[src/rtl/pexp_i2c_pkg.sv]
package pexp_i2c_pkg;

    localparam int BYTE_W  = 8;
    localparam int STRAP_W = 3;
    localparam int FIX_W   = BYTE_W - 1 - STRAP_W;
    localparam int CNT_W   = $clog2(BYTE_W);

    // Fixed upper part of the 7-bit slave address
    localparam logic [FIX_W-1:0] ADDR_FIXED = 4'b0100;

    typedef enum logic [2:0] {
        ST_IDLE,
        ST_ADDR,
        ST_CMD,
        ST_WDATA,
        ST_RDATA,
        ST_SKIP
    } xfer_st_t;

    typedef enum logic [1:0] {
        PH_BITS,
        PH_ACKWAIT,
        PH_ACK
    } bit_ph_t;

    typedef struct packed {
        logic scl;
        logic sda;
        logic scl_rise;
        logic scl_fall;
        logic start;
        logic stop;
    } bus_ev_t;

    typedef struct packed {
        logic hit;
        logic rnw;
    } addr_dec_t;

    function automatic addr_dec_t decode_addr(input logic [BYTE_W-1:0] b,
                                              input logic [STRAP_W-1:0] strap);
        addr_dec_t d;
        d.hit = (b[BYTE_W-1 -: FIX_W] == ADDR_FIXED) && (b[STRAP_W:1] == strap);
        d.rnw = b[0];
        return d;
    endfunction

endpackage

[src/rtl/pexp_line_sync.sv]
module pexp_line_sync
    import pexp_i2c_pkg::*;
#(
    parameter int STAGES = 2
) (
    input  logic    clk,
    input  logic    rst,
    input  logic    scl_in,
    input  logic    sda_in,
    output bus_ev_t ev
);

    localparam int LINES = 2;
    localparam int IDX_SCL = 1;
    localparam int IDX_SDA = 0;

    logic [LINES-1:0] raw;
    logic [LINES-1:0] lvl;
    logic [LINES-1:0] lvl_q;

    assign raw = {scl_in, sda_in};

    for (genvar g = 0; g < LINES; g++) begin : g_line
        logic [STAGES-1:0] chain;
        // Idle bus is high on both lines
        always_ff @(posedge clk) begin
            if (rst) begin
                chain <= '1;
            end else begin
                chain <= {chain[STAGES-2:0], raw[g]};
            end
        end
        assign lvl[g] = chain[STAGES-1];
    end

    always_ff @(posedge clk) begin
        if (rst) begin
            lvl_q <= '1;
        end else begin
            lvl_q <= lvl;
        end
    end

    always_comb begin
        ev.scl      = lvl[IDX_SCL];
        ev.sda      = lvl[IDX_SDA];
        ev.scl_rise = lvl[IDX_SCL] & ~lvl_q[IDX_SCL];
        ev.scl_fall = ~lvl[IDX_SCL] & lvl_q[IDX_SCL];
        ev.start    = lvl[IDX_SCL] & lvl_q[IDX_SCL] & lvl_q[IDX_SDA] & ~lvl[IDX_SDA];
        ev.stop     = lvl[IDX_SCL] & lvl_q[IDX_SCL] & ~lvl_q[IDX_SDA] & lvl[IDX_SDA];
    end

endmodule

[src/rtl/pexp_ptr_reg.sv]
module pexp_ptr_reg
    import pexp_i2c_pkg::*;
(
    input  logic              clk,
    input  logic              rst,
    input  logic              load,
    input  logic [BYTE_W-1:0] val,
    output logic [BYTE_W-1:0] ptr
);

    // Only a command byte moves the pointer; bus conditions never clear it
    always_ff @(posedge clk) begin
        if (rst) begin
            ptr <= '0;
        end else if (load) begin
            ptr <= val;
        end
    end

endmodule

[src/rtl/pexp_xfer_fsm.sv]
module pexp_xfer_fsm
    import pexp_i2c_pkg::*;
(
    input  logic               clk,
    input  logic               rst,
    input  bus_ev_t            ev,
    input  logic [STRAP_W-1:0] strap,
    input  logic [BYTE_W-1:0]  rd_data,
    output logic               sda_oe,
    output logic               ptr_load,
    output logic [BYTE_W-1:0]  ptr_val,
    output logic               wr_stb,
    output logic [BYTE_W-1:0]  wr_data,
    output logic               rd_stb
);

    localparam logic [CNT_W-1:0] LAST_BIT = CNT_W'(BYTE_W - 1);

    xfer_st_t          st;
    bit_ph_t           ph;
    logic [CNT_W-1:0]  cnt;
    logic [BYTE_W-1:0] sh;
    logic              ack_go;
    logic              rnw;
    logic [BYTE_W-1:0] rx_byte;
    addr_dec_t         dec;
    logic              rx_state;

    assign rx_byte  = {sh[BYTE_W-2:0], ev.sda};
    assign dec      = decode_addr(rx_byte, strap);
    assign rx_state = (st == ST_ADDR) || (st == ST_CMD) || (st == ST_WDATA);

    always_ff @(posedge clk) begin
        if (rst) begin
            st       <= ST_IDLE;
            ph       <= PH_BITS;
            cnt      <= '0;
            sh       <= '0;
            ack_go   <= 1'b0;
            rnw      <= 1'b0;
            sda_oe   <= 1'b0;
            ptr_load <= 1'b0;
            ptr_val  <= '0;
            wr_stb   <= 1'b0;
            wr_data  <= '0;
            rd_stb   <= 1'b0;
        end else begin
            ptr_load <= 1'b0;
            wr_stb   <= 1'b0;
            rd_stb   <= 1'b0;
            if (ev.start) begin
                st     <= ST_ADDR;
                ph     <= PH_BITS;
                cnt    <= '0;
                sda_oe <= 1'b0;
            end else if (ev.stop) begin
                st     <= ST_IDLE;
                ph     <= PH_BITS;
                cnt    <= '0;
                sda_oe <= 1'b0;
            end else if (rx_state) begin
                case (ph)
                    PH_BITS: begin
                        if (ev.scl_rise) begin
                            sh  <= rx_byte;
                            cnt <= cnt + 1'b1;
                            if (cnt == LAST_BIT) begin
                                ph     <= PH_ACKWAIT;
                                ack_go <= 1'b1;
                                case (st)
                                    ST_ADDR: begin
                                        rnw <= dec.rnw;
                                        if (!dec.hit) begin
                                            st     <= ST_SKIP;
                                            ph     <= PH_BITS;
                                            ack_go <= 1'b0;
                                        end
                                    end
                                    ST_CMD: begin
                                        ptr_load <= 1'b1;
                                        ptr_val  <= rx_byte;
                                    end
                                    ST_WDATA: begin
                                        wr_stb  <= 1'b1;
                                        wr_data <= rx_byte;
                                    end
                                    default: ;
                                endcase
                            end
                        end
                    end
                    PH_ACKWAIT: begin
                        if (ev.scl_fall) begin
                            sda_oe <= ack_go;
                            ph     <= PH_ACK;
                        end
                    end
                    PH_ACK: begin
                        if (ev.scl_fall) begin
                            ph  <= PH_BITS;
                            cnt <= '0;
                            if (st == ST_ADDR && rnw) begin
                                st     <= ST_RDATA;
                                sh     <= rd_data;
                                sda_oe <= ~rd_data[BYTE_W-1];
                                rd_stb <= 1'b1;
                            end else begin
                                sda_oe <= 1'b0;
                                st     <= (st == ST_ADDR) ? ST_CMD : ST_WDATA;
                            end
                        end
                    end
                    default: ph <= PH_BITS;
                endcase
            end else if (st == ST_RDATA) begin
                case (ph)
                    PH_BITS: begin
                        if (ev.scl_fall) begin
                            if (cnt == LAST_BIT) begin
                                sda_oe <= 1'b0;
                                ph     <= PH_ACK;
                            end else begin
                                sda_oe <= ~sh[BYTE_W-2];
                                sh     <= {sh[BYTE_W-2:0], 1'b0};
                                cnt    <= cnt + 1'b1;
                            end
                        end
                    end
                    PH_ACK: begin
                        if (ev.scl_rise && ev.sda) begin
                            st <= ST_SKIP;
                            ph <= PH_BITS;
                        end else if (ev.scl_fall) begin
                            sh     <= rd_data;
                            sda_oe <= ~rd_data[BYTE_W-1];
                            rd_stb <= 1'b1;
                            cnt    <= '0;
                            ph     <= PH_BITS;
                        end
                    end
                    default: ph <= PH_BITS;
                endcase
            end
        end
    end

endmodule

[src/rtl/pexp_i2c_slave.sv]
module pexp_i2c_slave
    import pexp_i2c_pkg::*;
#(
    parameter int SYNC_STAGES = 2
) (
    input  logic               clk,
    input  logic               rst,
    input  logic               scl_in,
    input  logic               sda_in,
    output logic               sda_oe,
    input  logic [STRAP_W-1:0] strap_addr,
    output logic [BYTE_W-1:0]  reg_ptr,
    output logic               wr_stb,
    output logic [BYTE_W-1:0]  wr_data,
    input  logic [BYTE_W-1:0]  rd_data,
    output logic               rd_stb
);

    bus_ev_t           bus_ev;
    logic              ptr_load;
    logic [BYTE_W-1:0] ptr_val;

    pexp_line_sync #(.STAGES(SYNC_STAGES)) u_sync (
        .clk    (clk),
        .rst    (rst),
        .scl_in (scl_in),
        .sda_in (sda_in),
        .ev     (bus_ev)
    );

    pexp_xfer_fsm u_fsm (
        .clk      (clk),
        .rst      (rst),
        .ev       (bus_ev),
        .strap    (strap_addr),
        .rd_data  (rd_data),
        .sda_oe   (sda_oe),
        .ptr_load (ptr_load),
        .ptr_val  (ptr_val),
        .wr_stb   (wr_stb),
        .wr_data  (wr_data),
        .rd_stb   (rd_stb)
    );

    pexp_ptr_reg u_ptr (
        .clk  (clk),
        .rst  (rst),
        .load (ptr_load),
        .val  (ptr_val),
        .ptr  (reg_ptr)
    );

endmodule

[config.mk]
export PLATFORM = sky130hd
export DESIGN_NAME = pexp_i2c_slave
export DESIGN_NICKNAME = d
export VERILOG_FILES = /design/src/rtl/pexp_i2c_pkg.sv /design/src/rtl/pexp_line_sync.sv /design/src/rtl/pexp_ptr_reg.sv /design/src/rtl/pexp_xfer_fsm.sv /design/src/rtl/pexp_i2c_slave.sv
export SDC_FILE = /design/constraint.sdc
export NUM_CORES = 1
export LEC_CHECK = 0
export BUFFER_PORTS_ARGS = -buffer_cell sky130_fd_sc_hd__buf_2
export CORE_ASPECT_RATIO = 0.8
export CORE_MARGIN = 2
export CORE_UTILIZATION = 60
export CTS_CLUSTER_SIZE = 28
export DETAILED_ROUTE_END_ITERATION = 12
export PLACE_DENSITY = 0.83
export RECOVER_POWER = 25
export REMOVE_ABC_BUFFERS = 1
export SYNTH_ARGS = -nofsm -noshare
export SYNTH_HDL_FRONTEND = slang
export SYNTH_HIERARCHICAL = 1
export SYNTH_SLANG_ARGS = --single-unit
[constraint.sdc]
create_clock -name clk -period 4.9 [get_ports clk]
set_input_delay 0.98 -clock clk [delete_from_list [all_inputs] [get_ports clk]]
set_output_delay 0.98 -clock clk [all_outputs]
set_load 0.02 [all_outputs]
==> run summary <==
Post-cts sizing count - 0
Worst-Skew Late Latency - 0.30 ns
Initial Utilization - 62.22%
Average size of a mapped cell - 9.008 um2
Critical path's slowest cell - sky130_fd_sc_hd__clkbuf_1
All-Layer GR Usage - 23.86%
Met3 demand-to-capacity share in global routing - 6.745%
Post-route insts no fill - 338
End of the worst hold path - u_sync/g_line[0].chain[1]
Placed cell count - 330
Final RePlAce weighted congestion - 0.9350
Number of stages on the worst hold path - 1
Total Negative Setup Slacks - 0 ns
Share of cells above drive strength 1 - 14.84%
Crit Reg-Reg Startpoint - u_fsm/ph[1]
Req. time, crit path - 5.07 ns
Power density cells - 288.8 mW/mm2
Drc violations - 0
Worst hold path type - reg2reg
Hold Path Origin - u_sync/g_line[0].chain[0]
R2r endpoint - u_fsm/st[0]
Std-Cell Rows - 20
Routed length per instance - 14.93 um
Fillers - 306
Root buffer cell - sky130_fd_sc_hd__clkbuf_8
Transition time at the pin with the least slew margin - 1.768 ns
Time the worst path needs with I/O delays and setup - 2.736 ns
Maximum root-to-sink buffer count - 2
Category of the worst setup path launch point - primary input
Syn. warnings - 6
Largest stage delay, worst path - 1.24 ns
Hold_buf cts - 0
Failing checks - max-capacitance violations, max-slew violations
Die area - 0.004438 mm2
Drt via density - 5.799
CTS tree - built
Fmax - 365.5 MHz
Antenna violation net count after detailed routing - 0
Area occupied by multi-input gates - 0.001216 mm2
Vias in the first global route - 1691
Area growth, synth to finish - 10.22%
Die span in y - 59.99 um
Mapped cell area - 0.002351 mm2
Worst clock skew on the final layout - 0.009202 ns
Fraction of met2 tracks used by global routing - 35.97%
Lkg Pwr - 1.063 nW
Met1 Usage GRT - 33.82%
Core footprint - 0.003779 mm2
Post-CTS setup-driven buffer insertion count - 0
RSZ-0062 raised after global routing - false
Overall routed net length - 5045 um
Setup slack of the worst register-to-register path - 2.28 ns
Worst reg2reg path depth - 5
Pin count of the biggest net entering global routing - 45
Global routing's busiest layer - met2
Worst Setup Slack post-DPL - 2.416 ns
Final number of max-transition violations - 45
CP Capture Type - register
CP cell instances - clkbuf_1, nor3_1, and2_1, a21boi_1
Buffer and inverter count on the worst path - 1
Register clock-pin slew on the reported worst setup and hold paths - 0.08 ns
Global-route wire length before repair - 7990 um
Maxcap violations - 1
Number of buffers added by the clock tree synthesis step - 5
Result of the run - finished, violations left
Worst ir drop on vdd - 0.1914 mV
Type of the worst setup path - in2reg
Net count reported at finish - 299
Top-level port count - 34
Setup violation total in the final timing report - 0
Final global-route overflow total - 0
Cells after Synth - 261
Total power of the final layout - 748.3 uW
Count of input and output buffers - 33
Initial antenna violation count - 0
Routed vias - 1960
CP max FO - 44
Cell class contributing the biggest share of worst-path delay - buffers and inverters
Horiz. Die Dim - 73.99 um
DRC violation total after the first TritonRoute iteration - 226
Number of detailed-route iterations in the first pass - 6
# diodes - 0
Number of sinks on the clock net - 51
Post-route clock period utilization - 55.84%
Number of hold-slack violations in the final timing report - 0
CTS HTree Levels - 2
Final HPWL DP - 3430 um
Max-slew headroom - -17.85%
Total area of sequential cells - 0.001021 mm2
Crit path DAT - 2.91 ns
Final WS setup - 2.164 ns
-- layout make-up --
type	instances	area share [%]
multi-input cells	189	46.93
flip-flops and latches	51	39.40
repair buffers	33	6.181
clock buffers	6	3.187
well taps	55	2.656
clock inverters	2	1.352
inverters	2	0.2897
-- state kept, by name (all words and copies together), names as in the netlist --
name,count
u_fsm/ph,2
u_fsm/st,3
u_fsm/ack_go,1
u_fsm/ptr_val,8
u_fsm/sh,7
u_sync/g_line.chain,4
u_fsm/rnw,1
u_fsm/rd_stb,1
u_sync/lvl_q,2
u_fsm/wr_stb,1
u_fsm/wr_data,8
u_fsm/sda_oe,1
u_ptr/ptr,8
u_fsm/cnt,3
u_fsm/ptr_load,1
-- cell usage in the layout, fill, tap and decap left out, types with 2 or more instances in the layout --
| cell type | instances |
|---|---|
| sky130_fd_sc_hd__dfxtp_1 | 51 |
| sky130_fd_sc_hd__nor2_1 | 35 |
| sky130_fd_sc_hd__buf_2 | 29 |
| sky130_fd_sc_hd__mux2i_1 | 28 |
| sky130_fd_sc_hd__nand2_1 | 26 |
| sky130_fd_sc_hd__a21oi_1 | 12 |
| sky130_fd_sc_hd__nand3_1 | 11 |
| sky130_fd_sc_hd__o21ai_1 | 7 |
| sky130_fd_sc_hd__clkbuf_8 | 6 |
| sky130_fd_sc_hd__nor2b_1 | 6 |
| sky130_fd_sc_hd__a211o_1 | 6 |
| sky130_fd_sc_hd__or2_1 | 6 |
| sky130_fd_sc_hd__clkbuf_1 | 4 |
| sky130_fd_sc_hd__o21ai_0 | 4 |
| sky130_fd_sc_hd__nor3_1 | 4 |
| sky130_fd_sc_hd__xnor2_1 | 3 |
| sky130_fd_sc_hd__nand2b_1 | 3 |
| sky130_fd_sc_hd__inv_1 | 2 |
| sky130_fd_sc_hd__a2111oi_2 | 2 |
| sky130_fd_sc_hd__a2111oi_0 | 2 |
| sky130_fd_sc_hd__or3_1 | 2 |
| sky130_fd_sc_hd__a221oi_1 | 2 |
| sky130_fd_sc_hd__and3_1 | 2 |
| sky130_fd_sc_hd__ha_1 | 2 |
| sky130_fd_sc_hd__and4b_1 | 2 |
-- metrics by stage --
| step | instance area (um2) | hold slack (ns) | util [%] |
|---|---|---|---|
| finish | 2591 | 0.4113 | 68.58 |
| global route | 2591 | 0.4301 | 68.58 |
| CTS | 2596 | 0.4135 | 68.71 |
| detailed placement | 2479 | 0.3935 | 65.60 |
| global placement | 2479 | 0.3874 | 65.60 |
| floorplan | 2245 | 0.3832 | - |
-- metal layers --
layer / vias up / share of wire [%]
li1: 963 / -
met2: 91 / 44
met4: 0 / 1.6
met3: 13 / 9.0
met1: 893 / 46
met5: - / 0
-- worst register-to-register path, cell delays in order, from the launching register on --
cell and delay, ns:
sky130_fd_sc_hd__dfxtp_1 0.58, sky130_fd_sc_hd__nor2b_1 0.74, sky130_fd_sc_hd__nand3_1 0.25, sky130_fd_sc_hd__a2111oi_2 0.48, sky130_fd_sc_hd__a2111oi_1 0.16, sky130_fd_sc_hd__a2111oi_2 0.30
-- report_power, final --
part           internal [mW]  switching [mW]  total (mW)
Combinational         0.0129          0.0226      0.0356
Clock                  0.165           0.128       0.293
Sequential             0.417         0.00331       0.420
-- how the worst max path moves through the flow --
stage | from | to | slack (ns) | cells past startpoint
6_report | rst | u_fsm/st[2] | 2.16 | 4
3_3_place_gp | u_fsm/ph[1] | u_fsm/st[0] | 2.52 | 5
4_1_cts | u_fsm/ph[1] | u_fsm/st[0] | 2.35 | 5
5_1_grt | rst | u_fsm/sda_oe | 1.94 | 5
2_1_floorplan | u_fsm/ph[1] | u_fsm/st[0] | 2.80 | 5
3_5_place_dp | u_fsm/ph[1] | u_fsm/st[0] | 2.42 | 5
(Power assumes the default switching activity.)
